<file path="config.mk">
export PLATFORM = sky130hd
export DESIGN_NAME = crc4_interwork_ctrl
export DESIGN_NICKNAME = d
export VERILOG_FILES = /design/src/rtl/crc4iw_pkg.sv /design/src/rtl/crc4iw_ctrl.sv /design/src/rtl/crc4iw_dpath.sv /design/src/rtl/crc4_interwork_ctrl.sv
export SDC_FILE = /design/constraint.sdc
export NUM_CORES = 1
export LEC_CHECK = 0
export ABC_AREA = 1
export BUFFER_PORTS_ARGS = -buffer_cell sky130_fd_sc_hd__buf_2
export CAP_MARGIN = 20
export CELL_PAD_IN_SITES_DETAIL_PLACEMENT = 0
export CELL_PAD_IN_SITES_GLOBAL_PLACEMENT = 1
export CORE_MARGIN = 2
export CORE_UTILIZATION = 35
export CTS_CLUSTER_SIZE = 16
export DETAILED_ROUTE_END_ITERATION = 7
export PLACE_DENSITY = 0.81
export SYNTH_ARGS = -nofsm -noshare
export SYNTH_HDL_FRONTEND = slang
export SYNTH_HIERARCHICAL = 1
export SYNTH_SLANG_ARGS = --single-unit
</file>
<file path="constraint.sdc">
create_clock -name clk -period 1.13 [get_ports clk]
set_input_delay 0 -clock clk [delete_from_list [all_inputs] [get_ports clk]]
set_output_delay 0 -clock clk [all_outputs]
set_load 0.02 [all_outputs]
</file>
<file path="src/rtl/crc4iw_pkg.sv">
package crc4iw_pkg;

  typedef enum logic [1:0] {
    PH_SYNCED = 2'd0,
    PH_SEARCH = 2'd1,
    PH_GIVEUP = 2'd2,
    PH_HOLD   = 2'd3
  } phase_e;

  typedef struct packed {
    logic   frameTick;
    logic   flickArm;
    phase_e phase;
  } ctrlBus_t;

endpackage

</file>
<file path="src/rtl/crc4iw_ctrl.sv">
module crc4iw_ctrl
  import crc4iw_pkg::*;
#(
  parameter int TIMEOUT_FRAMES = 3200
) (
  input  logic     clk,
  input  logic     rstN,
  input  logic     frameStb,
  input  logic     reframeStb,
  input  logic     crcSync,
  input  logic     cfgAuto,
  output ctrlBus_t ctrlBus
);
  localparam int CNT_W = $clog2(TIMEOUT_FRAMES + 1);
  localparam logic [CNT_W-1:0] LAST = CNT_W'(TIMEOUT_FRAMES - 1);

  logic [CNT_W-1:0] cntQ;
  logic             expiredQ;
  logic             autoPrevQ;
  logic             restart;
  phase_e           phase;

  assign restart = crcSync || (cfgAuto != autoPrevQ);

  always_ff @(posedge clk) begin
    if (!rstN) begin
      cntQ      <= '0;
      expiredQ  <= 1'b0;
      autoPrevQ <= 1'b0;
    end else begin
      autoPrevQ <= cfgAuto;
      if (restart) begin
        cntQ     <= '0;
        expiredQ <= 1'b0;
      end else if (frameStb && !expiredQ) begin
        if (cntQ == LAST) begin
          cntQ     <= '0;
          expiredQ <= 1'b1;
        end else begin
          cntQ <= cntQ + CNT_W'(1);
        end
      end
    end
  end

  always_comb begin
    if (crcSync)        phase = PH_SYNCED;
    else if (!expiredQ) phase = PH_SEARCH;
    else if (cfgAuto)   phase = PH_HOLD;
    else                phase = PH_GIVEUP;
  end

  assign ctrlBus.frameTick = frameStb;
  assign ctrlBus.flickArm  = reframeStb && (phase == PH_SEARCH);
  assign ctrlBus.phase     = phase;

  // the timer stays below its limit
  a_r9_timer_bounded: assert property (@(posedge clk) disable iff (!rstN)
    cntQ <= LAST);
  // a cycle of sync leaves the timer cleared and not expired
  a_r9_sync_restarts: assert property (@(posedge clk) disable iff (!rstN)
    crcSync |=> (cntQ == '0) && !expiredQ);
  // a mode change restarts the timer
  a_r10_mode_restarts: assert property (@(posedge clk) disable iff (!rstN)
    (cfgAuto != autoPrevQ) |=> (cntQ == '0) && !expiredQ);
endmodule

</file>
<file path="src/rtl/crc4iw_dpath.sv">
module crc4iw_dpath
  import crc4iw_pkg::*;
(
  input  logic       clk,
  input  logic       rstN,
  input  ctrlBus_t   ctrlBus,
  input  logic       smfStb,
  input  logic       smfIdx,
  input  logic       smfCrcOk,
  input  logic       mfStart,
  input  logic       cfgForceRai,
  input  logic       cfgRaiLevel,
  input  logic       cfgEbitDefault,
  output logic       txRai,
  output logic [1:0] txEbit,
  output logic       nonCrcMode,
  output logic       stopCrcProc,
  output logic       searchEn
);
  logic       armPendQ;
  logic       flickQ;
  logic [1:0] errLatchQ;
  logic [1:0] ebitHoldQ;
  logic       inSearch;
  logic       alarmByPhase;

  assign inSearch = (ctrlBus.phase == PH_SEARCH);

  always_ff @(posedge clk) begin
    if (!rstN) begin
      armPendQ <= 1'b0;
      flickQ   <= 1'b0;
    end else if (!inSearch) begin
      armPendQ <= 1'b0;
      flickQ   <= 1'b0;
    end else if (ctrlBus.frameTick) begin
      flickQ   <= armPendQ;
      armPendQ <= ctrlBus.flickArm;
    end else if (ctrlBus.flickArm) begin
      armPendQ <= 1'b1;
    end
  end

  always_ff @(posedge clk) begin
    if (!rstN) begin
      errLatchQ <= 2'b11;
      ebitHoldQ <= 2'b11;
    end else begin
      if (smfStb) errLatchQ[smfIdx] <= smfCrcOk;
      if (mfStart) ebitHoldQ <= errLatchQ;
    end
  end

  always_comb begin
    unique case (ctrlBus.phase)
      PH_SEARCH: alarmByPhase = flickQ;
      PH_HOLD:   alarmByPhase = 1'b1;
      default:   alarmByPhase = 1'b0;
    endcase
  end

  assign txRai       = cfgForceRai ? cfgRaiLevel : alarmByPhase;
  assign txEbit      = (ctrlBus.phase == PH_SYNCED) ? ebitHoldQ
                                                   : {2{cfgEbitDefault}};
  assign nonCrcMode  = (ctrlBus.phase == PH_GIVEUP);
  assign stopCrcProc = nonCrcMode;
  assign searchEn    = inSearch || (ctrlBus.phase == PH_HOLD);

  // a pulse only starts on a frame boundary
  a_r4_pulse_on_frame: assert property (@(posedge clk) disable iff (!rstN)
    $rose(flickQ) |-> $past(ctrlBus.frameTick));
  // the E-bit hold only changes on a multiframe start
  a_r3_hold_stable: assert property (@(posedge clk) disable iff (!rstN)
    !mfStart |=> $stable(ebitHoldQ));
endmodule

</file>
<file path="src/rtl/crc4_interwork_ctrl.sv">
module crc4_interwork_ctrl
  import crc4iw_pkg::*;
#(
  parameter int TIMEOUT_FRAMES = 3200
) (
  input  logic       clk,
  input  logic       rstN,
  input  logic       frameStb,
  input  logic       reframeStb,
  input  logic       crcSync,
  input  logic       smfStb,
  input  logic       smfIdx,
  input  logic       smfCrcOk,
  input  logic       mfStart,
  input  logic       cfgAuto,
  input  logic       cfgForceRai,
  input  logic       cfgRaiLevel,
  input  logic       cfgEbitDefault,
  output logic       txRai,
  output logic [1:0] txEbit,
  output logic       nonCrcMode,
  output logic       stopCrcProc,
  output logic       searchEn
);
  ctrlBus_t ctrlBus;

  crc4iw_ctrl #(.TIMEOUT_FRAMES(TIMEOUT_FRAMES)) ctrl_i (
    .clk(clk), .rstN(rstN), .frameStb(frameStb), .reframeStb(reframeStb),
    .crcSync(crcSync), .cfgAuto(cfgAuto), .ctrlBus(ctrlBus)
  );

  crc4iw_dpath dpath_i (
    .clk(clk), .rstN(rstN), .ctrlBus(ctrlBus), .smfStb(smfStb),
    .smfIdx(smfIdx), .smfCrcOk(smfCrcOk), .mfStart(mfStart),
    .cfgForceRai(cfgForceRai), .cfgRaiLevel(cfgRaiLevel),
    .cfgEbitDefault(cfgEbitDefault), .txRai(txRai), .txEbit(txEbit),
    .nonCrcMode(nonCrcMode), .stopCrcProc(stopCrcProc), .searchEn(searchEn)
  );

  // fallback stops the search and the CRC processing together
  a_r5_fallback_outputs: assert property (@(posedge clk) disable iff (!rstN)
    nonCrcMode |-> !searchEn && stopCrcProc);
  // with sync and no force, the alarm is low and the search is off
  a_r7_synced_quiet: assert property (@(posedge clk) disable iff (!rstN)
    (crcSync && !cfgForceRai) |-> !txRai && !searchEn);
endmodule

</file>
; ---- Word level (Yosys, flattened, before mapping)
; Index checks and enable logic that the tools add are counted.
[op_classes]
bitwise = 1
n_reduce_logical = 11
n_mul = 0
n_addsub = 1
n_div = 0
n_lt_le_gt_ge = 2
eq_ne = 5
n_mux = 12
n_shift = 0
[op_table]
columns = cell, count
row1 = $add 12x1->12 const B, 1
row2 = $eq 12x12->1 const B, 1
row3 = $mux 12, 1
row4 = $mux 2, 3
row5 = $mux 1, 5
row6 = $eq 2x2->1 const B, 2
row7 = $reduce_and 2->1, 2
row8 = $logic_and 1x1->1, 3
row9 = $bwmux 2, 1
row10 = $eq 2x1->1 const B, 1
row11 = $logic_not 2->1, 1
row12 = $logic_or 1x1->1, 2
row13 = $lt 1x2->1 const B, 1
row14 = $pmux 1 s2, 1
row15 = $reduce_bool 2->1, 1
row16 = $reduce_or 2->1, 1
row17 = $demux 1 s1, 1
row18 = $ge 1x1->1 const B, 1
row19 = $logic_not 1->1, 1
row20 = $ne 1x1->1, 1
row21 = $not 1->1, 1
[totals]
n_memories = 0
ff_bits = 20
latchBits = 0
ram_bits = 0
mem_bits_ro = 0
in_bits = 13

; ---- Logic depth before layout (Yosys ltp)
[logic_depth]
ltp_word = 7
ltp_mapped = 8
depth_no_buf = 8

; ---- Cells and area by module
; Netlist, hierarchy kept.
[modules_own_cells]
columns = module, cells_per_inst, area_per_inst_um2, instances
row1 = crc4iw_ctrl, 123, 884.6, 1
row2 = crc4iw_dpath, 52, 310.3, 1

; ---- Worst setup path after synthesis
; Ideal clock, no wire load.
[synth_timing]
path_type = register to output
startpoint = register ctrl_i.expiredQ
endpoint = output port stopCrcProc
n_path_buf = 1
t_arrival_ns = 1.209
slack_ns = -0.079
path_stages_with_launch = 6
path_cell_list = dfxtp_1 > inv_2 > nor2_1 > inv_1 > nor2_1 > buf_4
[synth_lines]
columns = item, line_no
row1 = from (decl), crc4iw_ctrl.sv:18  ; logic expiredQ;
row2 = from (signal assigned), crc4iw_ctrl.sv:28  ; expiredQ <= 1'b0;
row3 = from (signal assigned), crc4iw_ctrl.sv:34  ; expiredQ <= 1'b0;
row4 = from (signal assigned), crc4iw_ctrl.sv:38  ; expiredQ <= 1'b1;
row5 = to (decl), crc4_interwork_ctrl.sv:22  ; output logic stopCrcProc,

; ---- Worst setup path in the final report
[layout_timing]
startpoint = register ctrl_i.expiredQ
endpoint = output port nonCrcMode
[layout_between]
elab_chain_len = 3
[layout_rtl]
columns = item, line_no
row1 = $mux 2, crc4iw_ctrl.sv:48  ; else if (!expiredQ) phase = PH_SEARCH;
row2 = $mux 2, crc4iw_ctrl.sv:47  ; if (crcSync) phase = PH_SYNCED;
row3 = $eq 2x2->1, crc4iw_dpath.sv:65  ; assign nonCrcMode = (ctrlBus.phase == PH_GIVEUP);
row4 = to (decl), crc4_interwork_ctrl.sv:21  ; output logic nonCrcMode,
; No other way between the ends.

==> run_results.csv <==
group,metric,value,unit
layout,area.sequential,410,µm²
die,core,3310,µm²
layout,multi_input_area,801,µm²
die,io_pins,19,
job,cap_viol_max_count,0,
layout,nNetsFinal,230,
synth,syn-num-nets,189,
setup_path,cpPeakStageDelay,0.37,ns
setup_path,slowest_stage,"dfxtp_2",
power,power.total,1.36,mW
setup_path,critical_path_arrival,1.33,ns
cts,cts_buffers,3,
synth,ys_seq_area_share,33.5,%
worst_hold_path,hold_depth,5,
routing,drc_errors,0,
global_routing,grt.overflow.total,0,
layout,final_cell_count_no_fill,261,
timing,final_hold_viol_count,0,
cts,cts_buffer_depth,2,
global_routing,grt_max_degree,12,
global_routing,grt_pass1_wl,5020,µm
cts,cts_tree,"built",
die,rows,21,
synth,yosys-top-cells-area,"dfxtp_1 34%, nand2_1 14%, inv_1 8.2%",
run_status,outcome,"finished, violations left",
routing,via_per_inst,4.45,
layout,area_delta_synth_final,45.0,%
timing,period_needed,1.33,ns
place,portBuffers,18,
synth,netlist.area_leader.share,33.5,%
die,fp.dieH,62.4,µm
cts,htree_levels,1,
routing,wl,2720,µm
die,initial_core_util,36.1,%
cts,clock-root-buffer,"clkbuf_4",
cts,clk_latency,0.29,ns
power,switching_share,25.2,%
setup_path,r2r_cells,7,
cts,cts_sinks,20,
synth,syn_area_per_cell,6.83,µm²
global_routing,first_global_vias,1105,
routing,drt_iter0_markers,52,
power,p_clk_share,30.4,%
synth,yosys.area.top_type,"dfxtp_1",
global_routing,grtUsageTotal,15.6,%
global_routing,antenna_found_initial,0,
routing,ant_nets,0,
cts,clkTransAtPathRegs,0.11,ns
timing,rsz0062_at_grt,"yes",
timing,tightest_slew,0.310,ns
setup_path,crit_fanout,3,
setup_path,cp_cell_sequence,"inv_4 -> nor2_4 -> nor2_4 -> buf_6 -> buf_6 -> nor2_4 -> buf_6",
place,dp_hpwl,1930,µm
place,dpl_cell_area,1430,µm²
setup_path,worstSetupPathType,"reg2out",
layout,fillers,327,
power,vdd_drop_max,0.392,mV
power,power.switching,342,µW
routing,route.vias.total,1162,
layout,drive_gt1_share,42.3,%
power,p_per_area,785,nW/µm²
power,combPwrFrac,16.2,%
timing,layout_setup_ws,-0.204,ns
timing,relSlewSlack,79.3,%
power,leakagePower,0.786,nW
power,internal-power,1.02,mW
synth,synthDistinctLibCells,25,
routing,dr.pass1.iters,4,
timing,fin_skew,0.000891,ns
place,place_congestion,0.794,
routing,routedWlPerCell,10.4,µm
run_status,violations,"negative setup slack",
setup_path,critPathLaunchType,"flop",
die,fp.dieW,62.4,µm
synth,syn_inst,175,
worst_hold_path,hold_path.class,"in2reg",
timing,fmax,749,MHz
setup_path,endpoint_kind,"output port",
timing,hold_ws,0.0419,ns
layout,stdcell_area,1730,µm²
power,power_frac_seq,53.3,%
timing,setup_violations,17,
timing,period_share,118,%
place,dp_cells,246,
timing,drv_slew,0,
setup_path,crit_required,1.13,ns
layout,insertedDiodeCount,0,
synth,synth_warnings,6,
synth,syn_area,1190,µm²
place,dp_slack,-0.0719,ns
synth,synth_seq_cells,20,
die,die_area,3900,µm²
==> layer usage <==
layer | share of wire, % | routed length, µm | global-route usage (%) | vias up
met5 | 0 | 0 | 0 | -
met4 | 0 | 0 | 3.89 | 0
met3 | 1.4 | 38 | 1.80 | 0
met2 | 50 | 1360 | 26.2 | 11
met1 | 49 | 1330 | 21.5 | 537
li1 | - | - | - | 614
==> worst max-delay path, delay by kind of cell, from the launching register on <==
family                 cells  cell delay [ns]
buffers and inverters      4             0.42
DFF                        1             0.37
and+or+nand+nor            3             0.25
==> metrics by stage <==
step           setup TNS (ns)  utilization (%)
2_1_floorplan               0                -
3_3_place_gp           -0.222             43.1
3_5_place_dp           -0.487             43.1
4_1_cts                 -1.49             49.4
5_1_grt                 -3.57             52.3
6_report                -2.13             52.3
==> registers in the layout, summed over array words and instances (netlist names) <==
signal and cells:
ctrl_i/autoPrevQ 1, ctrl_i/cntQ 12, ctrl_i/expiredQ 1, dpath_i/armPendQ 1
dpath_i/ebitHoldQ 2, dpath_i/errLatchQ 2, dpath_i/flickQ 1
==> final cells by class <==
class	count	share of cell area [%]
clock buffers	4	2.09
inverters	29	6.71
multi-input cells	123	46.2
flip-flops and latches	20	23.7
well taps	46	3.32
repair buffers	39	18.0
==> path summary, 6_finish.rpt <==
kind                         from                   end  slack, ns
max reg2reg       ctrl_i/expiredQ        ctrl_i/cntQ[5]      -0.14
max               ctrl_i/expiredQ            nonCrcMode      -0.20
min                          rstN        dpath_i/flickQ       0.04
min reg2reg  dpath_i/ebitHoldQ[1]  dpath_i/ebitHoldQ[1]       0.47
==> cell usage in the layout (no fill, tap or decap), types with 2 or more instances in the layout <==
cell | synthesis | routed
a21oi_1 | 3 | 2
a21oi_2 | 2 | 3
buf_2 | 0 | 12
buf_4 | 2 | 12
buf_6 | 0 | 9
clkbuf_4 | 0 | 3
dfxtp_1 | 20 | 16
dfxtp_2 | 0 | 2
dfxtp_4 | 0 | 2
dlygate4sd3_1 | 0 | 6
inv_1 | 26 | 24
inv_2 | 2 | 2
inv_4 | 1 | 3
nand2_1 | 44 | 42
nand2_2 | 4 | 4
nand2_4 | 4 | 4
nand2_8 | 0 | 2
nand3_1 | 13 | 11
nand3_2 | 2 | 4
nand4_1 | 4 | 4
nor2_1 | 21 | 13
nor2_2 | 8 | 9
nor2_4 | 5 | 12
o21ai_1 | 0 | 3
==> logic make-up (layout without fill, tap and decap cells) <==
logic type	count (synthesis)	after routing	share of synthesized area, %
compound gates	12	12	6.39
xor+xnor	2	2	1.47
fa+ha+maj	1	1	1.05
buf+inv	32	72	10.9
flops	20	20	33.5
simple gates	108	108	46.7
==> power groups by stage <==
stage,combinational (mW),clock [mW],sequential [mW]
finish,0.221,0.414,0.726
global route,0.246,0.475,0.728
CTS,0.205,0.429,0.725
detailed placement,0.157,0,0.742
global placement,0.156,0,0.741
floorplan,0.0965,0,0.740
==> Yosys cell counts (all sizes together) <==
cell / count
nand4: 4
nor3: 2
buf: 2
a21o: 1
a21oi: 5
dfxtp: 20
ha: 1
o21bai: 1
nor2: 34
o21ai: 5
xor2: 2
clkbuf: 1
nand3: 15
nand2: 52
inv: 29
or2: 1
==> what timing repair did <==
item / CTS / global route
pin swaps: 5 / 18
hold buffers: 6 / 0
hold endpoints to repair: 5 / 0
endpoints found under the setup margin: 17 / 21
resized for setup: 28 / 24
buffers inserted: 4 / 3
Power figures use the tool's default switching activity.
